**config.mk**
```make
export PLATFORM = sky130hd
export DESIGN_NAME = ext_state_save_planner
export DESIGN_NICKNAME = d
export VERILOG_FILES = /design/src/rtl/essp_pkg.sv /design/src/rtl/essp_filter.sv /design/src/rtl/essp_snapshot.sv /design/src/rtl/essp_pick.sv /design/src/rtl/ext_state_save_planner.sv
export SDC_FILE = /design/constraint.sdc
export NUM_CORES = 1
export LEC_CHECK = 0
export BUFFER_PORTS_ARGS = -buffer_cell sky130_fd_sc_hd__buf_4
export CORE_AREA = 4 4 248 250
export CTS_CLUSTER_SIZE = 25
export DETAILED_ROUTE_END_ITERATION = 10
export DIE_AREA = 0 0 252 254
export GPL_TIMING_DRIVEN = 0
export SYNTH_ARGS = -nofsm -noshare
export SYNTH_HDL_FRONTEND = slang
export SYNTH_SLANG_ARGS = --single-unit
export TNS_END_PERCENT = 30
```
**constraint.sdc**
```tcl
create_clock -name clk -period 5.45 [get_ports clk]
set_input_delay 0.2725 -clock clk [delete_from_list [all_inputs] [get_ports clk]]
set_output_delay 0.2725 -clock clk [all_outputs]
set_load 0.1 [all_outputs]
```
**src/rtl/essp_pkg.sv**
```systemverilog
package essp_pkg;
    localparam int WORD_W = 64;
    localparam int HALF_W = WORD_W / 2;

    typedef enum logic [1:0] {
        ST_IDLE  = 2'd0,
        ST_ISSUE = 2'd1,
        ST_FINAL = 2'd2
    } plan_state_e;
endpackage

```
**src/rtl/essp_filter.sv**
```systemverilog
module essp_filter
    import essp_pkg::*;
#(
    parameter int NCOMP = 8,
    parameter int SSE_IDX = 1,
    parameter int CTL_W = 32,
    parameter logic [CTL_W-1:0] CTL_RST = 32'h0000_1F80
) (
    input  logic [WORD_W-1:0] req_hi,
    input  logic [WORD_W-1:0] req_lo,
    input  logic [WORD_W-1:0] en_user,
    input  logic [WORD_W-1:0] en_sup,
    input  logic [NCOMP-1:0]  inuse,
    input  logic [CTL_W-1:0]  sse_ctl,
    output logic [WORD_W-1:0] feat,
    output logic [WORD_W-1:0] comp_mask,
    output logic [WORD_W-1:0] hdr_first,
    output logic [NCOMP-1:0]  cand
);
    logic [WORD_W-1:0] req_full;
    logic              ctl_moved;

    assign req_full  = {req_hi[HALF_W-1:0], req_lo[HALF_W-1:0]};
    assign feat      = req_full & (en_user | en_sup);
    assign comp_mask = {1'b1, feat[WORD_W-2:0]};
    assign hdr_first = {{(WORD_W-NCOMP){1'b0}}, inuse & feat[NCOMP-1:0]};
    assign ctl_moved = (sse_ctl != CTL_RST);

    for (genvar i = 0; i < NCOMP; i++) begin : g_cand
        if (i == SSE_IDX) begin : g_simd
            assign cand[i] = feat[i] & (inuse[i] | ctl_moved);
        end else begin : g_plain
            assign cand[i] = feat[i] & inuse[i];
        end
    end
endmodule

```
**src/rtl/essp_snapshot.sv**
```systemverilog
module essp_snapshot
    import essp_pkg::*;
#(
    parameter int PRIV_W = 2,
    parameter int ADDR_W = 64
) (
    input  logic              clk,
    input  logic              rst_n,
    input  logic              wr,
    input  logic              wr_valid,
    input  logic [PRIV_W-1:0] wr_priv,
    input  logic              wr_guest,
    input  logic [ADDR_W-1:0] wr_addr,
    input  logic [WORD_W-1:0] wr_mask,
    input  logic [PRIV_W-1:0] cur_priv,
    input  logic              cur_guest,
    input  logic [ADDR_W-1:0] cur_addr,
    input  logic [WORD_W-1:0] cur_mask,
    output logic              live,
    output logic              match
);
    logic              valid_q;
    logic [PRIV_W-1:0] priv_q;
    logic              guest_q;
    logic [ADDR_W-1:0] addr_q;
    logic [WORD_W-1:0] mask_q;

    always_ff @(posedge clk or negedge rst_n) begin
        if (!rst_n) begin
            valid_q <= 1'b0;
            priv_q  <= '0;
            guest_q <= 1'b0;
            addr_q  <= '0;
            mask_q  <= '0;
        end else if (wr) begin
            valid_q <= wr_valid;
            priv_q  <= wr_priv;
            guest_q <= wr_guest;
            addr_q  <= wr_addr;
            mask_q  <= wr_mask;
        end
    end

    assign live  = valid_q;
    assign match = valid_q
                 && (priv_q  == cur_priv)
                 && (guest_q == cur_guest)
                 && (addr_q  == cur_addr)
                 && (mask_q  == cur_mask);
endmodule

```
**src/rtl/essp_pick.sv**
```systemverilog
module essp_pick #(
    parameter int NCOMP = 8,
    localparam int IDX_W = $clog2(NCOMP)
) (
    input  logic [NCOMP-1:0] pend,
    output logic [IDX_W-1:0] idx,
    output logic [NCOMP-1:0] idx_onehot
);
    always_comb begin
        idx = '0;
        for (int i = NCOMP - 1; i >= 0; i--) begin
            if (pend[i]) idx = IDX_W'(i);
        end
    end

    assign idx_onehot = pend & ~(pend - NCOMP'(1));
endmodule

```
**src/rtl/ext_state_save_planner.sv**
```systemverilog
module ext_state_save_planner
    import essp_pkg::*;
#(
    parameter int NCOMP = 8,
    parameter int PRIV_W = 2,
    parameter int ADDR_W = 64,
    parameter int CTL_W = 32,
    localparam int IDX_W = $clog2(NCOMP)
) (
    input  logic              clk,
    input  logic              rst_n,
    input  logic              start,
    input  logic [63:0]       req_hi,
    input  logic [63:0]       req_lo,
    input  logic [63:0]       en_user,
    input  logic [63:0]       en_sup,
    input  logic [NCOMP-1:0]  inuse,
    input  logic [NCOMP-1:0]  dirty,
    input  logic [CTL_W-1:0]  sse_ctl,
    input  logic [PRIV_W-1:0] priv,
    input  logic              guest,
    input  logic [ADDR_W-1:0] area_addr,
    input  logic              snap_wr,
    input  logic              snap_valid,
    input  logic [PRIV_W-1:0] snap_priv,
    input  logic              snap_guest,
    input  logic [ADDR_W-1:0] snap_addr,
    input  logic [63:0]       snap_mask,
    input  logic              req_ready,
    output logic              req_valid,
    output logic [IDX_W-1:0]  req_idx,
    output logic              done,
    output logic [NCOMP-1:0]  save_vec,
    output logic [63:0]       hdr_state,
    output logic [63:0]       hdr_comp,
    output logic              opt_ok
);
    plan_state_e       state_q, state_nx;
    logic [NCOMP-1:0]  pend_q, pend_nx;
    logic [NCOMP-1:0]  vec_q;
    logic [63:0]       first_q, comp_q;
    logic              opt_q;

    logic [63:0]       feat, comp_mask, hdr_first;
    logic [NCOMP-1:0]  cand, plan_vec, pick_oh;
    logic [IDX_W-1:0]  pick_idx;
    logic              snap_match, snap_live;
    logic              accept, take_start;

    essp_filter #(.NCOMP(NCOMP), .CTL_W(CTL_W)) u_filter (
        .req_hi    (req_hi),
        .req_lo    (req_lo),
        .en_user   (en_user),
        .en_sup    (en_sup),
        .inuse     (inuse),
        .sse_ctl   (sse_ctl),
        .feat      (feat),
        .comp_mask (comp_mask),
        .hdr_first (hdr_first),
        .cand      (cand)
    );

    essp_snapshot #(.PRIV_W(PRIV_W), .ADDR_W(ADDR_W)) u_snap (
        .clk       (clk),
        .rst_n     (rst_n),
        .wr        (snap_wr),
        .wr_valid  (snap_valid),
        .wr_priv   (snap_priv),
        .wr_guest  (snap_guest),
        .wr_addr   (snap_addr),
        .wr_mask   (snap_mask),
        .cur_priv  (priv),
        .cur_guest (guest),
        .cur_addr  (area_addr),
        .cur_mask  (comp_mask),
        .live      (snap_live),
        .match     (snap_match)
    );

    essp_pick #(.NCOMP(NCOMP)) u_pick (
        .pend       (pend_q),
        .idx        (pick_idx),
        .idx_onehot (pick_oh)
    );

    // A candidate drops out only when the context matches and it is clean
    assign plan_vec   = cand & ~({NCOMP{snap_match}} & ~dirty);
    assign take_start = (state_q == ST_IDLE) && start;
    assign accept     = (state_q == ST_ISSUE) && req_ready;

    // State register
    always_ff @(posedge clk or negedge rst_n) begin
        if (!rst_n) begin
            state_q <= ST_IDLE;
            pend_q  <= '0;
            vec_q   <= '0;
            first_q <= '0;
            comp_q  <= '0;
            opt_q   <= 1'b0;
        end else begin
            state_q <= state_nx;
            pend_q  <= pend_nx;
            if (take_start) begin
                vec_q   <= plan_vec;
                first_q <= hdr_first;
                comp_q  <= comp_mask;
                opt_q   <= snap_match;
            end
        end
    end

    // Next state
    always_comb begin
        state_nx = state_q;
        pend_nx  = pend_q;
        unique case (state_q)
            ST_IDLE: begin
                if (start) begin
                    pend_nx  = plan_vec;
                    state_nx = (plan_vec == '0) ? ST_FINAL : ST_ISSUE;
                end
            end
            ST_ISSUE: begin
                if (accept) begin
                    pend_nx  = pend_q & ~pick_oh;
                    state_nx = ((pend_q & ~pick_oh) == '0) ? ST_FINAL : ST_ISSUE;
                end
            end
            ST_FINAL: begin
                state_nx = ST_IDLE;
            end
            default: begin
                state_nx = ST_IDLE;
                pend_nx  = '0;
            end
        endcase
    end

    // Outputs
    always_comb begin
        req_valid = 1'b0;
        done      = 1'b0;
        unique case (state_q)
            ST_IDLE:  ;
            ST_ISSUE: req_valid = 1'b1;
            ST_FINAL: done = 1'b1;
            default:  ;
        endcase
    end

    assign req_idx   = pick_idx;
    assign save_vec  = vec_q;
    assign hdr_state = first_q;
    assign hdr_comp  = comp_q;
    assign opt_ok    = opt_q;
endmodule

```
-- Yosys cells after proc, flatten, opt, wreduce, memory -nomap -nowiden
Cells that the tools add are included.
- register bits: 223
- input bits: 508
- output and inout port bits: 142
- word-level logic and storage cells: 71
- add/sub/neg operators: 1
- equality and inequality tests: 9
- muxes and demuxes: 18
- bitwise operators: 21
- reductions and logical operators: 11
- operator list (operator ; count):
    64-bit equality test ; 2
    63-bit bitwise AND ; 1
    63-bit OR ; 1
    8-bit bitwise AND ; 5
    32-bit by 13-bit != test with 1-bit output, second input constant ; 1
    8-bit inverter ; 4
    3-bit 2-to-1 mux ; 8
    8-bit case mux with 3 select lines ; 1
    8-bit zero test ; 2
    8-bit 2-to-1 mux ; 2
    1-bit bitwise AND ; 8
    2-bit 2-to-1 mux ; 4
    8-bit by 1-bit subtractor with 8-bit output, second input constant ; 1
    1-bit logical AND ; 6
    2-bit != test, second input constant ; 2
    2-bit case mux with 2 select lines ; 1
    3-bit AND reduction ; 1
    2-bit by 1-bit equality test with 1-bit output, second input constant ; 1
    2-bit equality test ; 1
    2-bit equality test, second input constant ; 1
    2-bit zero test ; 1
    1-bit 2-to-1 mux ; 2
    2-bit AND reduction ; 1
    1-bit equality test ; 1
    2 further kinds ; 2

-- Logic depth before layout (Yosys ltp)
Gate-level depths: netlist (run 1).
- depth after elaboration: 12
- depth in mapped cells: 9
- depth with buffers taken out: 8

-- Modules after synthesis
From an unflattened synthesis (run 1), not the netlist that was laid out.
- cell total of the unflattened synthesis: 1434
- area, all modules: 14167.3 µm²
- modules (own cells, without submodules) (module ; instances ; cells an instance ; area each (µm²) ; sequential area each (µm²)):
    essp_snapshot ; 1 ; 548 ; 6565.0 ; 3303.2
    ext_state_save_planner ; 1 ; 653 ; 5863.1 ; 3678.5
    essp_filter ; 1 ; 213 ; 1595.3 ; 0.0
    essp_pick ; 1 ; 20 ; 143.9 ; 0.0

-- Least setup slack after synthesis (run 1)
OpenSTA, ideal clock, no wires.
- path type: register -> output
- from: reg pend_q[0]
- to: out req_idx[2]
- data arrival time: 2.494 ns
- data required time: 5.178 ns
- setup slack: 2.683 ns
- cell stages (with the launch flop): 4
- buffers on the path: 1
- path through: dfrtp_1 buf_2 or4_1 a21oi_1
- cells in the longest elaborated chain, start to end: 1
- RTL lines (element ; line ; text):
    start: declaration ; ext_state_save_planner.sv:39 ; logic [NCOMP-1:0] pend_q, pend_nx;
    start signal: assignment ; ext_state_save_planner.sv:102 ; pend_q <= pend_nx;
    3-bit 2-to-1 mux ; essp_pick.sv:12 ; if (pend[i]) idx = IDX_W'(i);
    end: declaration ; ext_state_save_planner.sv:31 ; output logic [IDX_W-1:0] req_idx,
Every way passes these cells.

-- Final worst setup path (run 1)
- from: reg u_snap.addr_q[63]
- to: reg pend_q[2]
- cells in the longest elaborated chain, start to end: 8
- RTL lines (element ; line ; text):
    start: declaration ; essp_snapshot.sv:25 ; logic [ADDR_W-1:0] addr_q;
    start signal: assignment ; essp_snapshot.sv:39 ; addr_q <= wr_addr;
    64-bit equality test ; essp_snapshot.sv:48 ; && (addr_q == cur_addr)
    1-bit logical AND ; essp_snapshot.sv:48 ;
    1-bit logical AND ; essp_snapshot.sv:49 ; && (mask_q == cur_mask);
    8-bit bitwise AND ; ext_state_save_planner.sv:87 ; assign plan_vec = cand & ~({NCOMP{snap_match}} & ~dirty);
    8-bit inverter ; ext_state_save_planner.sv:87 ;
    8-bit bitwise AND ; ext_state_save_planner.sv:87 ;
    8-bit 2-to-1 mux ; ext_state_save_planner.sv:118 ; if (start) begin
    8-bit case mux with 3 select lines ; ext_state_save_planner.sv:116 ; unique case (state_q)
Every way passes these cells. The select of a mux whose other input is x is not followed.
A chain may end at the register's enable or synchronous reset.

==> flow_metrics.py, run 1 <==
metrics = {
    "timing": {
        "fmax_mhz": 273,
        "maxSlewHeadroom_pct": 5.46,
        "finalCritPeriodShare_pct": 67.3,
        "fin_skew_ps": 6.54,
        "worstMarginPinSlew_ps": 1410,
        "worst_slack_ps": 1780,
        "rsz0062_at_grt": "false",
        "hold_viol_final": 0,
        "fin_tns_setup_ps": 0,
        "drv_slew": 0,
        "post-route-min-period_ps": 3670,
        "setup_violations": 0,
    },
    "final_layout": {
        "synthToLayoutAreaGrowth_pct": 68.2,
        "nets": 2212,
        "fill_cells": 6043,
        "drive_gt1_share_pct": 44.2,
    },
    "setup_path": {
        "cp_slowest_stage_delay_ps": 1160,
        "cp_cell_sequence": "xor2_1 -> nor4_1 -> nand4_1 -> nor2_1 -> nand4_2 -> nor4_4 -> a211oi_1 -> a21o_1",
        "crit_arrival_ps": 4120,
        "endpoint_kind": "register",
        "cp-start-kind": "register",
        "worstSetupPathType": "reg2reg",
        "cp.required_ps": 5900,
        "critPathSlowestCell": "nor4_1",
        "crit_fanout": 8,
    },
    "power": {
        "irDropWorstVdd_uv": 394,
        "switchingPower_uw": 4600,
        "internal_power_uw": 4150,
        "power.density_nw_per_um2": 485,
        "combPwrFrac_pct": 53.5,
        "switching_share_pct": 52.6,
        "power_frac_seq_pct": 27.1,
        "p_leak_uw": 0.00855,
        "p_clk_share_pct": 19.4,
    },
    "cts": {
        "cts-buffers-inserted": 27,
        "post_cts_resized": 0,
        "tritoncts": "done",
        "cts_max_path_buffers": 3,
        "postCtsSetupRepairBufs": 0,
        "root_buffer": "clkbuf_16",
        "cts-htree-levels": 1,
        "clk_latency_ps": 560,
        "cts_sinks": 223,
        "cts.clk_slew.worst_paths_ps": 60,
    },
    "place": {
        "io_buffers": 525,
        "place_congestion": 0.860,
        "dp_slack_ps": 1390,
        "dp_hpwl_mm": 38.7,
    },
    "synth": {
        "syn_avg_cell_area_um2": 11.2,
        "synth_compound_area_share_pct": 9.51,
        "synthCells": 958,
        "yosys_warnings": 0,
        "synth_cell_types": 45,
        "ys_seq_elements": 223,
        "ys.flop_type": "dfrtp_1",
        "yosys.area_share.simple_pct": 8.41,
        "netlist_area_um2": 10700,
        "yosysSeqAreaShare_pct": 52.0,
        "synthAdderAreaFrac_pct": 0.187,
        "async_flop_share_pct": 100,
        "synth_top_family_by_area": "multiplexers",
        "synthXorXnorAreaFrac_pct": 10.1,
        "synth.area.mux_share_pct": 14.0,
        "synth_edf_count": 0,
    },
    "floorplanning": {
        "io_pins": 650,
        "fp-row-count": 89,
        "start_util_pct": 18.2,
        "die_x_um": 252,
        "dieArea_um2": 64000,
        "core_um2": 59000,
        "die_y_um": 254,
    },
    "global_routing": {
        "grt_overflow": 0,
        "antenna_found_initial": 7,
        "grt_pass1_wl_mm": 69.6,
        "grt_max_degree": 112,
        "track_usage_pct": 14.6,
        "grt_pass1_vias": 10969,
    },
    "drt": {
        "viasPerCell": 4.06,
        "drc": 0,
        "wl_per_cell_um": 19.7,
        "ant_nets": 0,
        "num_vias": 10115,
        "dr.first_iter.drc_count": 467,
        "drt-total-wl_mm": 49.1,
        "drt-pass1-iter-count": 5,
    },
    "worst_hold_path": {
        "holdCritPathClass": "in2reg",
    },
    "status": {
        "run_status": "finished clean",
    },
    "flow_run": {
        "cap_violations": 0,
    },
}
[what timing repair did]
item | 4_1_cts | 5_1_grt
hold buffers | 134 | 0
endpoints found under the hold margin | 356 | 0
endpoints found under the setup margin | 0 | 0
[final timing paths]
kind / depth (start not counted) / from / slack (ps) / to
worst max-delay path: 8 / u_snap.addr_q[63]$_DFFE_PN0P_ / 1780 / pend_q[2]$_DFFE_PN0P_
worst min-delay path: 3 / inuse[0] / 40 / hdr_state[0]$_DFFE_PN0P_
worst max register to register: 8 / u_snap.addr_q[63]$_DFFE_PN0P_ / 1780 / pend_q[2]$_DFFE_PN0P_
worst min register to register: 1 / hdr_comp[63]$_DFFE_PN0P_ / 470 / hdr_comp[63]$_DFFE_PN0P_
max in group asynchronous: 3 / rst_n / 4480 / hdr_comp[48]$_DFFE_PN0P_
min in group asynchronous: 2 / rst_n / 120 / u_snap.addr_q[39]$_DFFE_PN0P_
[worst max-delay path, delay by kind of cell (launching register included)]
| family | cells | cell delay, ps |
|---|---|---|
| AO/OA/AOI/OAI | 2 | 430 |
| XOR/XNOR | 1 | 180 |
| flip-flops | 1 | 380 |
| AND/OR/NAND/NOR | 5 | 2560 |
[cells in the mapped netlist (all sizes together) (2+ instances only)]
master / count / area (µm²)
a211oi: 5 / 37.5
a21o: 13 / 97.6
a21oi: 8 / 40.0
a22o: 2 / 17.5
buf: 57 / 425
clkbuf: 33 / 124
dfrtp: 223 / 5580
inv: 19 / 71.3
maj3: 2 / 20.0
mux2: 133 / 1500
nand2: 93 / 349
nand2b: 2 / 12.5
nand3: 2 / 10.0
nand4: 21 / 138
nand4b: 3 / 26.3
nor2: 18 / 67.6
nor3: 7 / 35.0
nor4: 27 / 190
o211ai: 4 / 30.0
o21a: 2 / 15.0
o21ai: 137 / 689
o221ai: 2 / 17.5
o22ai: 5 / 31.3
or4: 3 / 22.5
xnor2: 5 / 43.8
xor2: 119 / 1040
[flip-flops by register name, summed over array words and instances (netlist names)]
| register | count |
|---|---|
| state_q | 2 |
| pend_q | 8 |
| u_snap.guest_q | 1 |
| opt_ok | 1 |
| u_snap.live | 1 |
| u_snap.mask_q | 64 |
| hdr_comp | 64 |
| save_vec | 8 |
| u_snap.priv_q | 2 |
| u_snap.addr_q | 64 |
| hdr_state | 8 |
[per-stage QoR]
step           util, %  area (µm²)  total power, µW  cells  hold slack, ps
5_1_grt           30.6       18000             9140   2489            34.5
4_1_cts           30.6       18000             8870   2486            2.19
2_1_floorplan        -       10900             5650   1013           -23.1
3_5_place_dp      27.0       15900             7040   2313            94.7
3_3_place_gp      26.8       15800             6980   2311             459
6_report          30.6       18100             8750   2490            42.7
[area by class of cell]
class | count | area [µm²] | share of cell area, %
Buffer | 90 | 549 | 3.04
Multi-Input combinational cell | 681 | 4740 | 26.2
Clock buffer | 38 | 777 | 4.30
Antenna cell | 3 | 7.51 | 0.0416
Clock inverter | 1 | 8.76 | 0.0485
Inverter | 19 | 71.3 | 0.395
Tap cell | 773 | 967 | 5.36
Timing Repair Buffer | 662 | 5350 | 29.7
Sequential cell | 223 | 5580 | 30.9
[cell usage in the layout, fill, tap and decap left out, types with 2 or more instances in the layout]
cell           synthesis  final
a22o_1                 2      2
mux2_2               133    133
o221ai_1               2      2
or4_1                  3      3
buf_16                 0      2
nor3_1                 7      7
dlygate4sd3_1          0    134
o21ai_1                3      3
nand4b_1               3      3
nor2_1                18     18
nand4_1               20     20
o22ai_1                5      5
buf_4                 56    580
o21a_1                 2      2
a21oi_1                8      8
diode_2                0      3
maj3_1                 2      2
a21o_1                13     13
xnor2_1                5      5
conb_1                 1     56
xor2_1               119    119
nand3_1                2      2
dfrtp_1              223    223
clkbuf_1              33     38
clkbuf_16              0     27
a211oi_1               5      5
clkbuf_8               0      6
o21ai_0              133    133
o211ai_1               4      4
nand2b_1               2      2
nand2_1               93     93
nor4_1                25     25
inv_1                 19     19
[per-layer routing]
metal	wire length (µm)	vias up	GRT usage [%]
met5	8	-	0
met4	1940	2	5.00
met3	3790	90	3.77
met2	24300	499	25.6
met1	19100	4794	17.3
li1	-	4730	-
[power by group through the flow]
stage | Clock (µW) | Sequential [µW] | Combinational, µW
6_report | 1700 | 2370 | 4680
5_1_grt | 1830 | 2420 | 4900
4_1_cts | 1770 | 2370 | 4730
3_5_place_dp | 0 | 2390 | 4650
3_3_place_gp | 0 | 2370 | 4600
2_1_floorplan | 0 | 4470 | 1180
[cell families after synthesis]
family,after synthesis
flip-flops,223
AO/OA/AOI/OAI,183
AND/OR/NAND/NOR,183
multiplexers,133
XOR/XNOR,124
buffers and inverters,109
adder cells (fa/ha/maj),2
other,1
(Power assumes the default switching activity.)
==> run 2: changes to the inputs <==
--- a/config.mk
+++ b/config.mk
@@ -5,11 +5,12 @@
 export SDC_FILE = /design/constraint.sdc
 export NUM_CORES = 1
 export LEC_CHECK = 0
+export ABC_AREA = 1
 export BUFFER_PORTS_ARGS = -buffer_cell sky130_fd_sc_hd__buf_4
-export CORE_AREA = 4 4 248 250
+export CORE_AREA = 4 4 251 253
 export CTS_CLUSTER_SIZE = 25
 export DETAILED_ROUTE_END_ITERATION = 10
-export DIE_AREA = 0 0 252 254
+export DIE_AREA = 0 0 255 257
 export GPL_TIMING_DRIVEN = 0
 export SYNTH_ARGS = -nofsm -noshare
 export SYNTH_HDL_FRONTEND = slang
==> constraint.sdc (replaced) <==
create_clock -name clk -period 3.8 [get_ports clk]
set_input_delay 0.19 -clock clk [delete_from_list [all_inputs] [get_ports clk]]
set_output_delay 0.19 -clock clk [all_outputs]
set_load 0.1 [all_outputs]
==> run 2 against run 1 <==
Via count is 32% higher. Sequential share of layout area decreased by 3.7 points. Total power increased by 42%. Global-route usage rose by 2.5 points. Utilization grew 3.0 points. Highest routed layer unchanged. Critical path depth up 11. Synthesized cell count is 69% higher. Setup slack worse by 1300 ps. Design area is 13% higher. Routed wire length rose by 20%. Fmax is 11% higher.
==> flow_metrics.py, run 2 <==
metrics = {
    "status": {
        "run_status": "finished clean",
    },
    "global_routing": {
        "track_usage_pct": 17.1,
        "grt_pass1_vias": 13522,
        "grt_overflow": 0,
        "antenna_found_initial": 8,
        "grt_max_degree": 105,
        "grt_pass1_wl_mm": 83.2,
    },
    "drt": {
        "drt-pass1-iter-count": 5,
        "drc": 0,
        "viasPerCell": 4.08,
        "ant_nets": 0,
        "num_vias": 13390,
        "wl_per_cell_um": 18.0,
        "drt-total-wl_mm": 59.0,
        "dr.first_iter.drc_count": 573,
    },
    "timing": {
        "post-route-min-period_ps": 3320,
        "fin_tns_setup_ps": 0,
        "hold_viol_final": 0,
        "drv_slew": 0,
        "maxSlewHeadroom_pct": 22.6,
        "finalCritPeriodShare_pct": 87.3,
        "worstMarginPinSlew_ps": 1160,
        "setup_violations": 0,
        "rsz0062_at_grt": "false",
        "fin_skew_ps": 13.1,
        "fmax_mhz": 302,
        "hold_slack_ps": 44.4,
    },
    "worst_hold_path": {
        "holdCritPathClass": "in2reg",
        "hold_end": "hdr_comp[17]$_DFFE_PN0P_",
        "min_path_cells": 5,
        "hold_start": "en_sup[17]",
    },
    "floorplanning": {
        "io_pins": 650,
        "die_y_um": 257,
        "dieArea_um2": 65500,
        "die_x_um": 255,
        "core_um2": 61000,
        "fp-row-count": 91,
        "start_util_pct": 19.5,
    },
    "place": {
        "place_congestion": 0.908,
        "placed_area_um2": 17100,
        "dp_hpwl_mm": 46.1,
        "io_buffers": 525,
    },
    "setup_path": {
        "reg2reg_to": "state_q[0]$_DFFE_PN0P_",
        "critPathSlowestCell": "dlygate4sd3_1",
        "endpoint_kind": "register",
        "crit_buf_inv": 2,
        "cp.required_ps": 4250,
        "cp_slowest_stage_delay_ps": 540,
        "rrSetupSlack_ps": 480,
        "crit_fanout": 9,
        "cp_top_family": "simple AND/OR/NAND/NOR gates",
        "cp_cell_sequence": "inv_1 -> nand2_1 -> a21oi_1 -> nand2_1 -> nor2_1 -> nand2_1 -> nor2_1 -> nand2_1 -> nor2_4 -> nand4_1 -> nand2_1 -> nand2_1 -> nor2_2 -> nand2_1 -> nand2_1 -> nand2_1 -> nand2_1 -> nand2_1 -> dlygate4sd3_1",
        "worstSetupPathType": "reg2reg",
        "rr_startpoint": "u_snap.addr_q[45]$_DFFE_PN0P_",
        "cp_common_cell": "nand2_1",
        "cp-start-kind": "register",
        "crit_arrival_ps": 3770,
        "worstRegToRegCells": 19,
    },
    "cts": {
        "cts_max_path_buffers": 3,
        "cts-buffers-inserted": 29,
        "tritoncts": "done",
        "post_cts_resized": 0,
        "clk_latency_ps": 580,
        "cts.clk_slew.worst_paths_ps": 60,
        "cts_sinks": 223,
        "postCtsSetupRepairBufs": 0,
        "hold_buffers": 236,
        "root_buffer": "clkbuf_16",
        "cts-htree-levels": 1,
    },
    "synth": {
        "async_flop_share_pct": 100,
        "ys_seq_elements": 223,
        "synth_cell_types": 30,
        "yosys-top-cells-count": "nand2_1, inv_1, dfrtp_1, o21ai_0, nor2_1",
        "yosys_warnings": 0,
        "syn_avg_cell_area_um2": 7.33,
        "ys.flop_type": "dfrtp_1",
        "synth_area_leader_cell": "dfrtp_1",
        "yosysSeqAreaShare_pct": 47.0,
        "synth_area_leaders": "dfrtp_1, nand2_1, o21ai_0",
        "yosys.area.top_type_share_pct": 47.0,
        "synth_most_common_cell": "nand2_1",
        "synth_edf_count": 0,
        "synthCells": 1621,
        "netlist_area_um2": 11900,
    },
    "final_layout": {
        "final_cell_mix": "buf_4, nand2_1, dlygate4sd3_1, inv_1, dfrtp_1",
        "nets": 2978,
        "final_cell_area_um2": 20500,
        "layout_commonest_cell": "buf_4",
        "synthToLayoutAreaGrowth_pct": 72.3,
        "drive_gt1_share_pct": 26.7,
    },
    "power": {
        "power_frac_seq_pct": 25.7,
        "p_clk_share_pct": 24.3,
        "power.density_nw_per_um2": 609,
        "p_leak_uw": 0.0107,
        "irDropWorstVdd_uv": 285,
        "switchingPower_uw": 6210,
        "internal_power_uw": 6260,
        "combPwrFrac_pct": 50.0,
        "p_total_uw": 12500,
        "switching_share_pct": 49.8,
    },
    "flow_run": {
        "cap_violations": 0,
    },
}
[run 2: changes by cell type after synthesis, moves of 11 or more]
cell | before | now
nand2_1 | 93 | 571
xor2_1 | 119 | 16
inv_1 | 19 | 227
nand3_1 | 2 | 53
a21o_1 | 13 | 0
o21ai_1 | 3 | 27
nor4_1 | 25 | 7
o21ai_0 | 133 | 211
or2_0 | 0 | 11
nor2_1 | 18 | 95
mux2_2 | 133 | 24
[run 2: final cells by class]
type,count,area (µm²)
sequential,223,5580
fill,6429,40600
inverter,227,852
buffer,98,578
multi-input combinational,1128,5070
tap,790,988
timing repair buffer,763,6370
clock inverter,12,216
antenna,2,5.00
clock buffer,41,811
[run 2: stage by stage]
stage	instances	worst slack (ps)	utilization [%]
2_1_floorplan	1676	758	-
5_1_grt	3282	199	33.5
4_1_cts	3282	439	33.5
3_5_place_dp	2993	894	28.0
3_3_place_gp	2991	483	27.9
6_report	3284	484	33.5
[run 2: how the worst max path moves through the flow]
stage	start	end	slack [ps]	depth (start not counted)
final	u_snap.addr_q[45]$_DFFE_PN0P_	state_q[0]$_DFFE_PN0P_	480	19
after global routing	u_snap.addr_q[45]$_DFFE_PN0P_	state_q[0]$_DFFE_PN0P_	200	19
after CTS	u_snap.addr_q[45]$_DFFE_PN0P_	state_q[0]$_DFFE_PN0P_	440	19
after detailed placement	snap_wr	u_snap.mask_q[30]$_DFFE_PN0P_	890	5
after global placement	rst_n	hdr_comp[47]$_DFFE_PN0P_	480	1
after floorplan	state_q[1]$_DFFE_PN0P_	pend_q[1]$_DFFE_PN0P_	760	8
[run 2: cells by family after synthesis]
kind of cell	share of synthesized area, %
and+or+nand+nor	26.1
buffers and inverters	12.0
AOI/OAI and AO/OA	11.3
DFF	47.0
muxes	2.28
xor gates and xnor gates	1.25
other	0.0316
[run 2: power groups by stage]
stage,Sequential [µW],Combinational [µW],Clock (µW)
floorplan,5860,1610,0
global placement,3230,6040,0
detailed placement,3240,6070,0
CTS,3210,6300,3110
global route,3280,6570,3200
finish,3210,6230,3030
[run 2: worst min-delay path, stage by stage]
cell and delay, ps:
buf_4 110, inv_1 40, nand2_1 70, nand2_1 80, o21ai_0 80
[run 2: metal layers]
layer	global-route usage (%)	part of all wire [%]	up-vias
met5	0	0.022	-
met4	4.26	2.7	2
met3	3.79	7.5	82
met2	31.3	50	558
met1	20.1	40	6107
li1	-	-	6641
